`src/rtl/ivt_pkg.sv`:
```
package ivt_pkg;
  localparam int TYPE_W     = 8;
  localparam int WORD_W     = 16;
  localparam int ADDR_W     = 20;
  localparam int SEG_SHIFT  = 4;
  localparam int RSV_LO     = 5;
  localparam int RSV_HI     = 31;

  typedef enum logic [1:0] {
    ST_IDLE = 2'd0,
    ST_OFF  = 2'd1,
    ST_SEG  = 2'd2,
    ST_DONE = 2'd3
  } fetch_state_t;
endpackage

```
`src/rtl/ivt_seq.sv`:
```
module ivt_seq
  import ivt_pkg::*;
(
  input  logic clk,
  input  logic rst_n,
  input  logic req_valid,
  input  logic mem_rdy,
  output logic req_ready,
  output logic rd_en,
  output logic sel_seg,
  output logic ld_req,
  output logic ld_off,
  output logic ld_seg,
  output logic done
);
  fetch_state_t st_q, st_d;

  always_comb begin
    st_d = st_q;
    unique case (st_q)
      ST_IDLE: if (req_valid) st_d = ST_OFF;
      ST_OFF:  if (mem_rdy)   st_d = ST_SEG;
      ST_SEG:  if (mem_rdy)   st_d = ST_DONE;
      default:                st_d = ST_IDLE;
    endcase
  end

  always_ff @(posedge clk or negedge rst_n) begin
    if (!rst_n) st_q <= ST_IDLE;
    else        st_q <= st_d;
  end

  assign req_ready = (st_q == ST_IDLE);
  assign rd_en     = (st_q == ST_OFF) || (st_q == ST_SEG);
  assign sel_seg   = (st_q == ST_SEG);
  assign ld_req    = req_ready && req_valid;
  assign ld_off    = (st_q == ST_OFF) && mem_rdy;
  assign ld_seg    = (st_q == ST_SEG) && mem_rdy;
  assign done      = (st_q == ST_DONE);

  // the result pulse lasts one cycle
  assert_done_single_R6: assert property (@(posedge clk) disable iff (!rst_n)
    done |=> !done);
  // no request is taken while a read is pending
  assert_busy_closed_R8: assert property (@(posedge clk) disable iff (!rst_n)
    rd_en |-> !req_ready);
  // done follows the segment word by one cycle
  assert_done_after_seg_R6: assert property (@(posedge clk) disable iff (!rst_n)
    ld_seg |=> done);
endmodule

```
`src/rtl/ivt_capture.sv`:
```
module ivt_capture
  import ivt_pkg::*;
#(
  parameter int TW = TYPE_W,
  parameter int WW = WORD_W
) (
  input  logic          clk,
  input  logic          rst_n,
  input  logic          ld_req,
  input  logic          ld_off,
  input  logic          ld_seg,
  input  logic [TW-1:0] type_in,
  input  logic [WW-1:0] word_in,
  output logic [TW-1:0] type_q,
  output logic [WW-1:0] off_q,
  output logic [WW-1:0] seg_q,
  output logic          rsv_q
);
  localparam logic [TW-1:0] LO = TW'(RSV_LO);
  localparam logic [TW-1:0] HI = TW'(RSV_HI);

  always_ff @(posedge clk or negedge rst_n) begin
    if (!rst_n) begin
      type_q <= '0;
      off_q  <= '0;
      seg_q  <= '0;
      rsv_q  <= 1'b0;
    end else begin
      if (ld_req) begin
        type_q <= type_in;
        rsv_q  <= (type_in >= LO) && (type_in <= HI);
      end
      if (ld_off) off_q <= word_in;
      if (ld_seg) seg_q <= word_in;
    end
  end
endmodule

```
`src/rtl/ivt_addr_gen.sv`:
```
module ivt_addr_gen
  import ivt_pkg::*;
#(
  parameter int                TW         = TYPE_W,
  parameter int                AW         = ADDR_W,
  parameter logic [AW-1:0]     TABLE_BASE = '0
) (
  input  logic [TW-1:0] type_q,
  input  logic          sel_seg,
  output logic [AW-1:0] addr
);
  localparam int PAD = AW - TW - 2;

  generate
    if (PAD > 0) begin : g_pad
      assign addr = TABLE_BASE + {{PAD{1'b0}}, type_q, sel_seg, 1'b0};
    end else begin : g_nopad
      assign addr = TABLE_BASE + AW'({type_q, sel_seg, 1'b0});
    end
  endgenerate
endmodule

```
`src/rtl/ivt_phys_calc.sv`:
```
module ivt_phys_calc
  import ivt_pkg::*;
#(
  parameter int WW = WORD_W,
  parameter int AW = ADDR_W,
  parameter int SH = SEG_SHIFT
) (
  input  logic [WW-1:0] seg,
  input  logic [WW-1:0] off,
  output logic [AW-1:0] phys
);
  localparam int SUM_W = WW + SH + 1;
  logic [SUM_W-1:0] sum;

  assign sum = {1'b0, seg, {SH{1'b0}}} + SUM_W'(off);

  generate
    if (AW <= SUM_W) begin : g_trunc
      assign phys = sum[AW-1:0];
    end else begin : g_ext
      assign phys = AW'(sum);
    end
  endgenerate
endmodule

```
`src/rtl/ivt_fetch_unit.sv`:
```
module ivt_fetch_unit
  import ivt_pkg::*;
#(
  parameter int                TW         = TYPE_W,
  parameter int                WW         = WORD_W,
  parameter int                AW         = ADDR_W,
  parameter logic [AW-1:0]     TABLE_BASE = '0
) (
  input  logic          clk,
  input  logic          rst_n,
  input  logic          req_valid,
  output logic          req_ready,
  input  logic [TW-1:0] req_type,
  output logic          mem_rd,
  output logic [AW-1:0] mem_addr,
  input  logic          mem_rdy,
  input  logic [WW-1:0] mem_rdata,
  output logic          done,
  output logic [AW-1:0] phys_addr,
  output logic [WW-1:0] offset_out,
  output logic [WW-1:0] segment_out,
  output logic          reserved
);
  localparam logic [AW-1:0] TABLE_SPAN = AW'((1 << TW) * 4);

  logic          sel_seg, ld_req, ld_off, ld_seg;
  logic [TW-1:0] type_q;

  ivt_seq u_seq (
    .clk(clk), .rst_n(rst_n), .req_valid(req_valid), .mem_rdy(mem_rdy),
    .req_ready(req_ready), .rd_en(mem_rd), .sel_seg(sel_seg),
    .ld_req(ld_req), .ld_off(ld_off), .ld_seg(ld_seg), .done(done)
  );

  ivt_capture #(.TW(TW), .WW(WW)) u_cap (
    .clk(clk), .rst_n(rst_n), .ld_req(ld_req), .ld_off(ld_off),
    .ld_seg(ld_seg), .type_in(req_type), .word_in(mem_rdata),
    .type_q(type_q), .off_q(offset_out), .seg_q(segment_out),
    .rsv_q(reserved)
  );

  ivt_addr_gen #(.TW(TW), .AW(AW), .TABLE_BASE(TABLE_BASE)) u_agen (
    .type_q(type_q), .sel_seg(sel_seg), .addr(mem_addr)
  );

  ivt_phys_calc #(.WW(WW), .AW(AW)) u_phys (
    .seg(segment_out), .off(offset_out), .phys(phys_addr)
  );

  // first read targets the offset word of the accepted type
  assert_first_read_R2: assert property (@(posedge clk) disable iff (!rst_n)
    (req_valid && req_ready) |=>
      (mem_rd && mem_addr == TABLE_BASE + (AW'($past(req_type)) << 2)));
  // segment word follows the offset word
  assert_seg_follows_R3: assert property (@(posedge clk) disable iff (!rst_n)
    (mem_rd && mem_rdy && !mem_addr[1]) |=>
      (mem_rd && mem_addr == $past(mem_addr) + AW'(2)));
  // a stalled read holds its strobe and address
  assert_rd_hold_R4: assert property (@(posedge clk) disable iff (!rst_n)
    (mem_rd && !mem_rdy) |=> (mem_rd && $stable(mem_addr)));
  // reads stay even and inside the table
  assert_addr_range_R9: assert property (@(posedge clk) disable iff (!rst_n)
    mem_rd |-> (!mem_addr[0] && (mem_addr - TABLE_BASE) < TABLE_SPAN));
endmodule

```
`config.mk`:
```
export PLATFORM = sky130hd
export DESIGN_NAME = ivt_fetch_unit
export DESIGN_NICKNAME = d
export VERILOG_FILES = /design/src/rtl/ivt_pkg.sv /design/src/rtl/ivt_seq.sv /design/src/rtl/ivt_capture.sv /design/src/rtl/ivt_addr_gen.sv /design/src/rtl/ivt_phys_calc.sv /design/src/rtl/ivt_fetch_unit.sv
export SDC_FILE = /design/constraint.sdc
export NUM_CORES = 1
export LEC_CHECK = 0
export BUFFER_PORTS_ARGS = -buffer_cell sky130_fd_sc_hd__buf_2
export CORE_ASPECT_RATIO = 0.75
export CORE_UTILIZATION = 52
export DETAILED_ROUTE_END_ITERATION = 8
export GPL_ROUTABILITY_DRIVEN = 1
export PLACE_DENSITY = 0.86
export SLEW_MARGIN = 15
export SYNTH_ARGS = -nofsm -noshare
export SYNTH_HDL_FRONTEND = slang
export SYNTH_SLANG_ARGS = --single-unit
export TNS_END_PERCENT = 20
```
`constraint.sdc`:
```
create_clock -name clk -period 6.74 [get_ports clk]
set_input_delay 1.348 -clock clk [delete_from_list [all_inputs] [get_ports clk]]
set_output_delay 1.348 -clock clk [all_outputs]
set_load 0.1 [all_outputs]
```
# After elaboration in Yosys (flattened, before gate mapping)
# Cells that the tools add are included.
dict set report classes {
  n_addsub 1
  n_reduce_logical 7
  order_cmp 2
  n_eq_ne 6
  muxes 4
}
# operator n
set ops {}
lappend ops {{20-bit by 16-bit adder with 20-bit output} 1}
lappend ops {{8-bit by 3-bit >= comparator with 1-bit output, second input constant} 1}
lappend ops {{8-bit by 5-bit less-or-equal comparator with 1-bit output, second input constant} 1}
lappend ops {{2-bit 2-to-1 mux} 3}
lappend ops {{2-bit inequality test, second input constant} 3}
lappend ops {{2-bit case mux with 3 select lines} 1}
lappend ops {{2-bit == test, second input constant} 2}
lappend ops {{1-bit logical AND} 4}
lappend ops {{3-bit AND reduction} 1}
lappend ops {{2-bit by 1-bit == test with 1-bit output, second input constant} 1}
lappend ops {{2-bit zero test} 1}
lappend ops {{1-bit logical OR} 1}
dict set report totals {
  inputBits 28
  ff_bits 43
}

# Logic depth before layout (Yosys ltp)
dict set report depth {
  depth_word 3
  depth_mapped 7
  depth_no_buf 7
}

# Cells and area by module
# From an unflattened synthesis, not the netlist that was laid out.
dict set report unflattened {
  cells_unflattened 238
  area_unflattened_um2 2722.6
}
# module seq_area_each_um2 area_each_um2 n_inst cells_each
set modules_own_cells {}
lappend modules_own_cells {ivt_capture 1026.0 1542.7 1 90}
lappend modules_own_cells {ivt_phys_calc 0.0 820.8 1 108}
lappend modules_own_cells {ivt_seq 50.0 205.2 1 19}
lappend modules_own_cells {ivt_addr_gen 0.0 153.9 1 21}

# Worst setup path after synthesis
# No wires, ideal clock.
dict set report synth_timing {
  path_type {reg2out}
  from {reg u_cap.off_q[8]}
  to {out phys_addr[17]}
  path_buffers 1
  slack_ps 52
  stages_incl_launch_ff 7
  arrival_ps 5340
  required_time_ps 5392
  cell_sequence {dfrtp_1 ha_1 buf_6 nand3_1 o21ai_0 o21ai_0 o311ai_0}
}
dict set report synth_between {
  elab_chain_len 1
}
# element line
set synth_rtl {}
lappend synth_rtl {{start: declaration} ivt_capture.sv:15} ;# output logic [WW-1:0] off_q,
lappend synth_rtl {{start signal: assignment} ivt_capture.sv:33} ;# if (ld_off) off_q <= word_in;
lappend synth_rtl {{20-bit by 16-bit adder with 20-bit output} ivt_phys_calc.sv:15} ;# assign sum = {1'b0, seg, {SH{1'b0}}} + SUM_W'(off);
lappend synth_rtl {{end: declaration} ivt_fetch_unit.sv:19} ;# output logic [AW-1:0] phys_addr,
# Every way passes these cells.

# Final worst setup path
dict set report layout_timing {
  from {reg u_cap.off_q[4]}
  to {out phys_addr[16]}
}
# The elaborated chain is that of the path after synthesis.

==> results.json <==
{
  "status": "completed",
  "synthMuxAreaShare_pct": 18.3,
  "finalWeightedCongestion": 0.841,
  "wl_per_cell_um": 14.3,
  "cts_setup_buffers": 0,
  "finalSetupViolCount": 0,
  "ctsResizeCount": 0,
  "fin_skew_ns": 0.00217,
  "core_um2": 4550,
  "layout_min_cycle_time_ns": 4.38,
  "fp.dieW_um": 82.4,
  "endpoint_kind": "output port",
  "hp-class": "reg2reg",
  "cp_max_fo": 3,
  "synthFlopType": "dfrtp_1",
  "rsz0062_at_grt": "no",
  "vias_per_cell": 5.33,
  "fin_crit_sh_pct": 65.0,
  "critical_path_required_ns": 5.39,
  "dieHeight_um": 62.3,
  "ys_warn_count": 0,
  "grt-ovfl-total": 0,
  "synth_top_family_by_area": "multiplexers",
  "initial_core_util_pct": 55.4,
  "synthesis.area_um2": 2520,
  "port_buffers": 92,
  "antennaDiodeCount": 0,
  "cts_tree": "yes",
  "cts_buffers": 5,
  "drt_wl_total_mm": 5.32,
  "synthSimpleGateAreaFrac_pct": 8.64,
  "synth_xor_xnor_area_share_pct": 3.48,
  "ys_seq_area_share_pct": 42.7,
  "drc": 0,
  "setup_tns_ns": 0,
  "die-area_um2": 5130,
  "synth_enable_flop_cells": 0,
  "regArea_um2": 1080,
  "clk_latency_ns": 0.29,
  "criticalPathCategory": "reg2out",
  "io_pins": 104,
  "syn_avg_cell_area_um2": 11.2,
  "grt_pass1_vias": 1937,
  "dp_hpwl_mm": 4.20,
  "fin_nets": 360,
  "grt.total_usage_pct": 22.3,
  "layout-drive-gt1-share_pct": 45.4,
  "first_pass_iters": 4,
  "antenna_found_initial": 0,
  "synth_cells": 226,
  "multi_input_comb_area_um2": 1310,
  "synth_async_sr_flop_share_pct": 100,
  "rows": 21,
  "initialDrtViolationCount": 69,
  "maxSlewHeadroom_pct": 39.1,
  "num-fill-cells": 364,
  "detail-route-antenna-nets": 0,
  "htree_num_levels": 2,
  "synthAdderAreaFrac_pct": 9.24,
  "hold-worst-slack_ns": 0.508,
  "syn_to_final_growth_pct": 21.5,
  "clk_path_buf_depth": 2,
  "synthDistinctLibCells": 38,
  "vias": 1984,
  "ys_ff_latch": 43,
  "clkSinkCount": 43,
  "critPathLaunchType": "flop",
  "cts_root_buf": "clkbuf_8",
  "cts_hold_buf": 0,
  "synth_compound_area_share_pct": 10.8,
  "hold_violations": 0,
  "grt_pass1_wl_mm": 8.69,
  "worstMarginPinSlew_ns": 0.913,
  "max_freq_mhz": 228,
  "critPathArrivalTime_ns": 3.03,
  "grt_start_max_net_pins": 44,
  "drv_slew": 0,
  "clkSlewWorstSetupHoldPaths_ns": 0.08,
  "max-cap-violations": 0
}
## metal layers
metal / wire, um / part of all wire [%] / up-vias / track usage, %
met5: 0 / 0 / - / 0
met4: 57 / 1.1 / 0 / 5.92
met3: 412 / 7.7 / 9 / 5.88
met2: 2460 / 46 / 81 / 34.5
met1: 2400 / 45 / 934 / 30.8
li1: - / - / 960 / -
## synthesized netlist by cell type (all sizes together), types with 2 or more instances
| library cell | count | area share (%) |
|---|---|---|
| a21o | 2 | 0.60 |
| a21oi | 12 | 2.4 |
| buf | 17 | 5.2 |
| clkbuf | 4 | 0.60 |
| dfrtp | 43 | 43 |
| ha | 17 | 8.4 |
| inv | 6 | 0.89 |
| mux2 | 41 | 18 |
| nand2 | 20 | 3.0 |
| nand3 | 6 | 1.2 |
| nor2 | 12 | 1.8 |
| nor2b | 2 | 0.50 |
| nor3b | 2 | 0.60 |
| nor4 | 2 | 0.50 |
| o211ai | 2 | 0.60 |
| o21a | 2 | 0.60 |
| o21ai | 7 | 1.4 |
| o311ai | 3 | 1.3 |
| xnor2 | 6 | 2.1 |
| xor2 | 4 | 1.4 |
## metrics by stage
step	area (um^2)	cells	worst slack, ns	util [%]
2_1_floorplan	2560	236	0.0523	-
3_3_place_gp	2940	364	2.71	64.7
3_5_place_dp	2940	364	2.67	64.7
4_1_cts	3060	372	2.34	67.3
5_1_grt	3060	372	2.23	67.3
6_report	3060	372	2.36	67.3
## flip-flops by register name, summed over array words and instances, names as in the netlist
signal and flops:
u_cap.rsv_q 1, u_seq.st_q 2, u_cap.type_q 8, u_cap.off_q 16, u_cap.seg_q 16
## worst max-delay path, cell delays in order, from the launching register on
cell and delay, ns:
dfrtp_1 0.40, ha_1 0.24, fa_1 0.41, a21o_1 0.23, a311o_1 0.43, a2111oi_4 0.32, or3_1 0.17, xnor2_1 0.11
buf_2 0.44
## final timing paths
| kind | startpoint | endpoint | slack, ns | cells past startpoint |
|---|---|---|---|---|
| worst max-delay path | u_cap.off_q[4] | phys_addr[16] | 2.36 | 8 |
| worst min-delay path | u_cap.type_q[6] | u_cap.type_q[6] | 0.51 | 1 |
| worst max register to register | u_seq.st_q[0] | u_cap.seg_q[12] | 4.90 | 4 |
| worst min register to register | u_cap.type_q[6] | u_cap.type_q[6] | 0.51 | 1 |
| max in group asynchronous | rst_n | u_cap.seg_q[3] | 4.98 | 1 |
| min in group asynchronous | rst_n | u_cap.off_q[1] | 1.19 | 1 |
## cell usage in the layout (no fill, tap or decap), types with 4 or more instances in the layout
| cell | netlist | routed |
|---|---|---|
| a21oi_1 | 12 | 12 |
| buf_2 | 0 | 92 |
| clkbuf_8 | 0 | 6 |
| conb_1 | 1 | 11 |
| dfrtp_1 | 43 | 43 |
| ha_1 | 17 | 17 |
| inv_1 | 6 | 6 |
| mux2_2 | 41 | 41 |
| nand2_1 | 20 | 20 |
| nand3_1 | 6 | 6 |
| nor2_1 | 12 | 12 |
| o21ai_0 | 7 | 7 |
| xnor2_1 | 6 | 6 |
| xor2_1 | 4 | 4 |
## final cells by class
cell class	instances	share of cell area, %
clock buffer	6	2.70
multi-input combinational	166	42.9
timing repair buffer	92	15.0
inverter	6	0.736
tap	57	2.33
sequential	43	35.2
clock inverter	2	1.14
## cells by family after synthesis
logic type	after synthesis
AO/OA/AOI/OAI	38
AND/OR/NAND/NOR	48
other	1
buffers and inverters	27
flip-flops	43
adder cells (fa/ha/maj)	18
XOR/XNOR	10
multiplexers	41
Power is left out: the tool's default activity adds up to more than one toggle a clock period on the data nets, which glitch-free logic cannot reach.
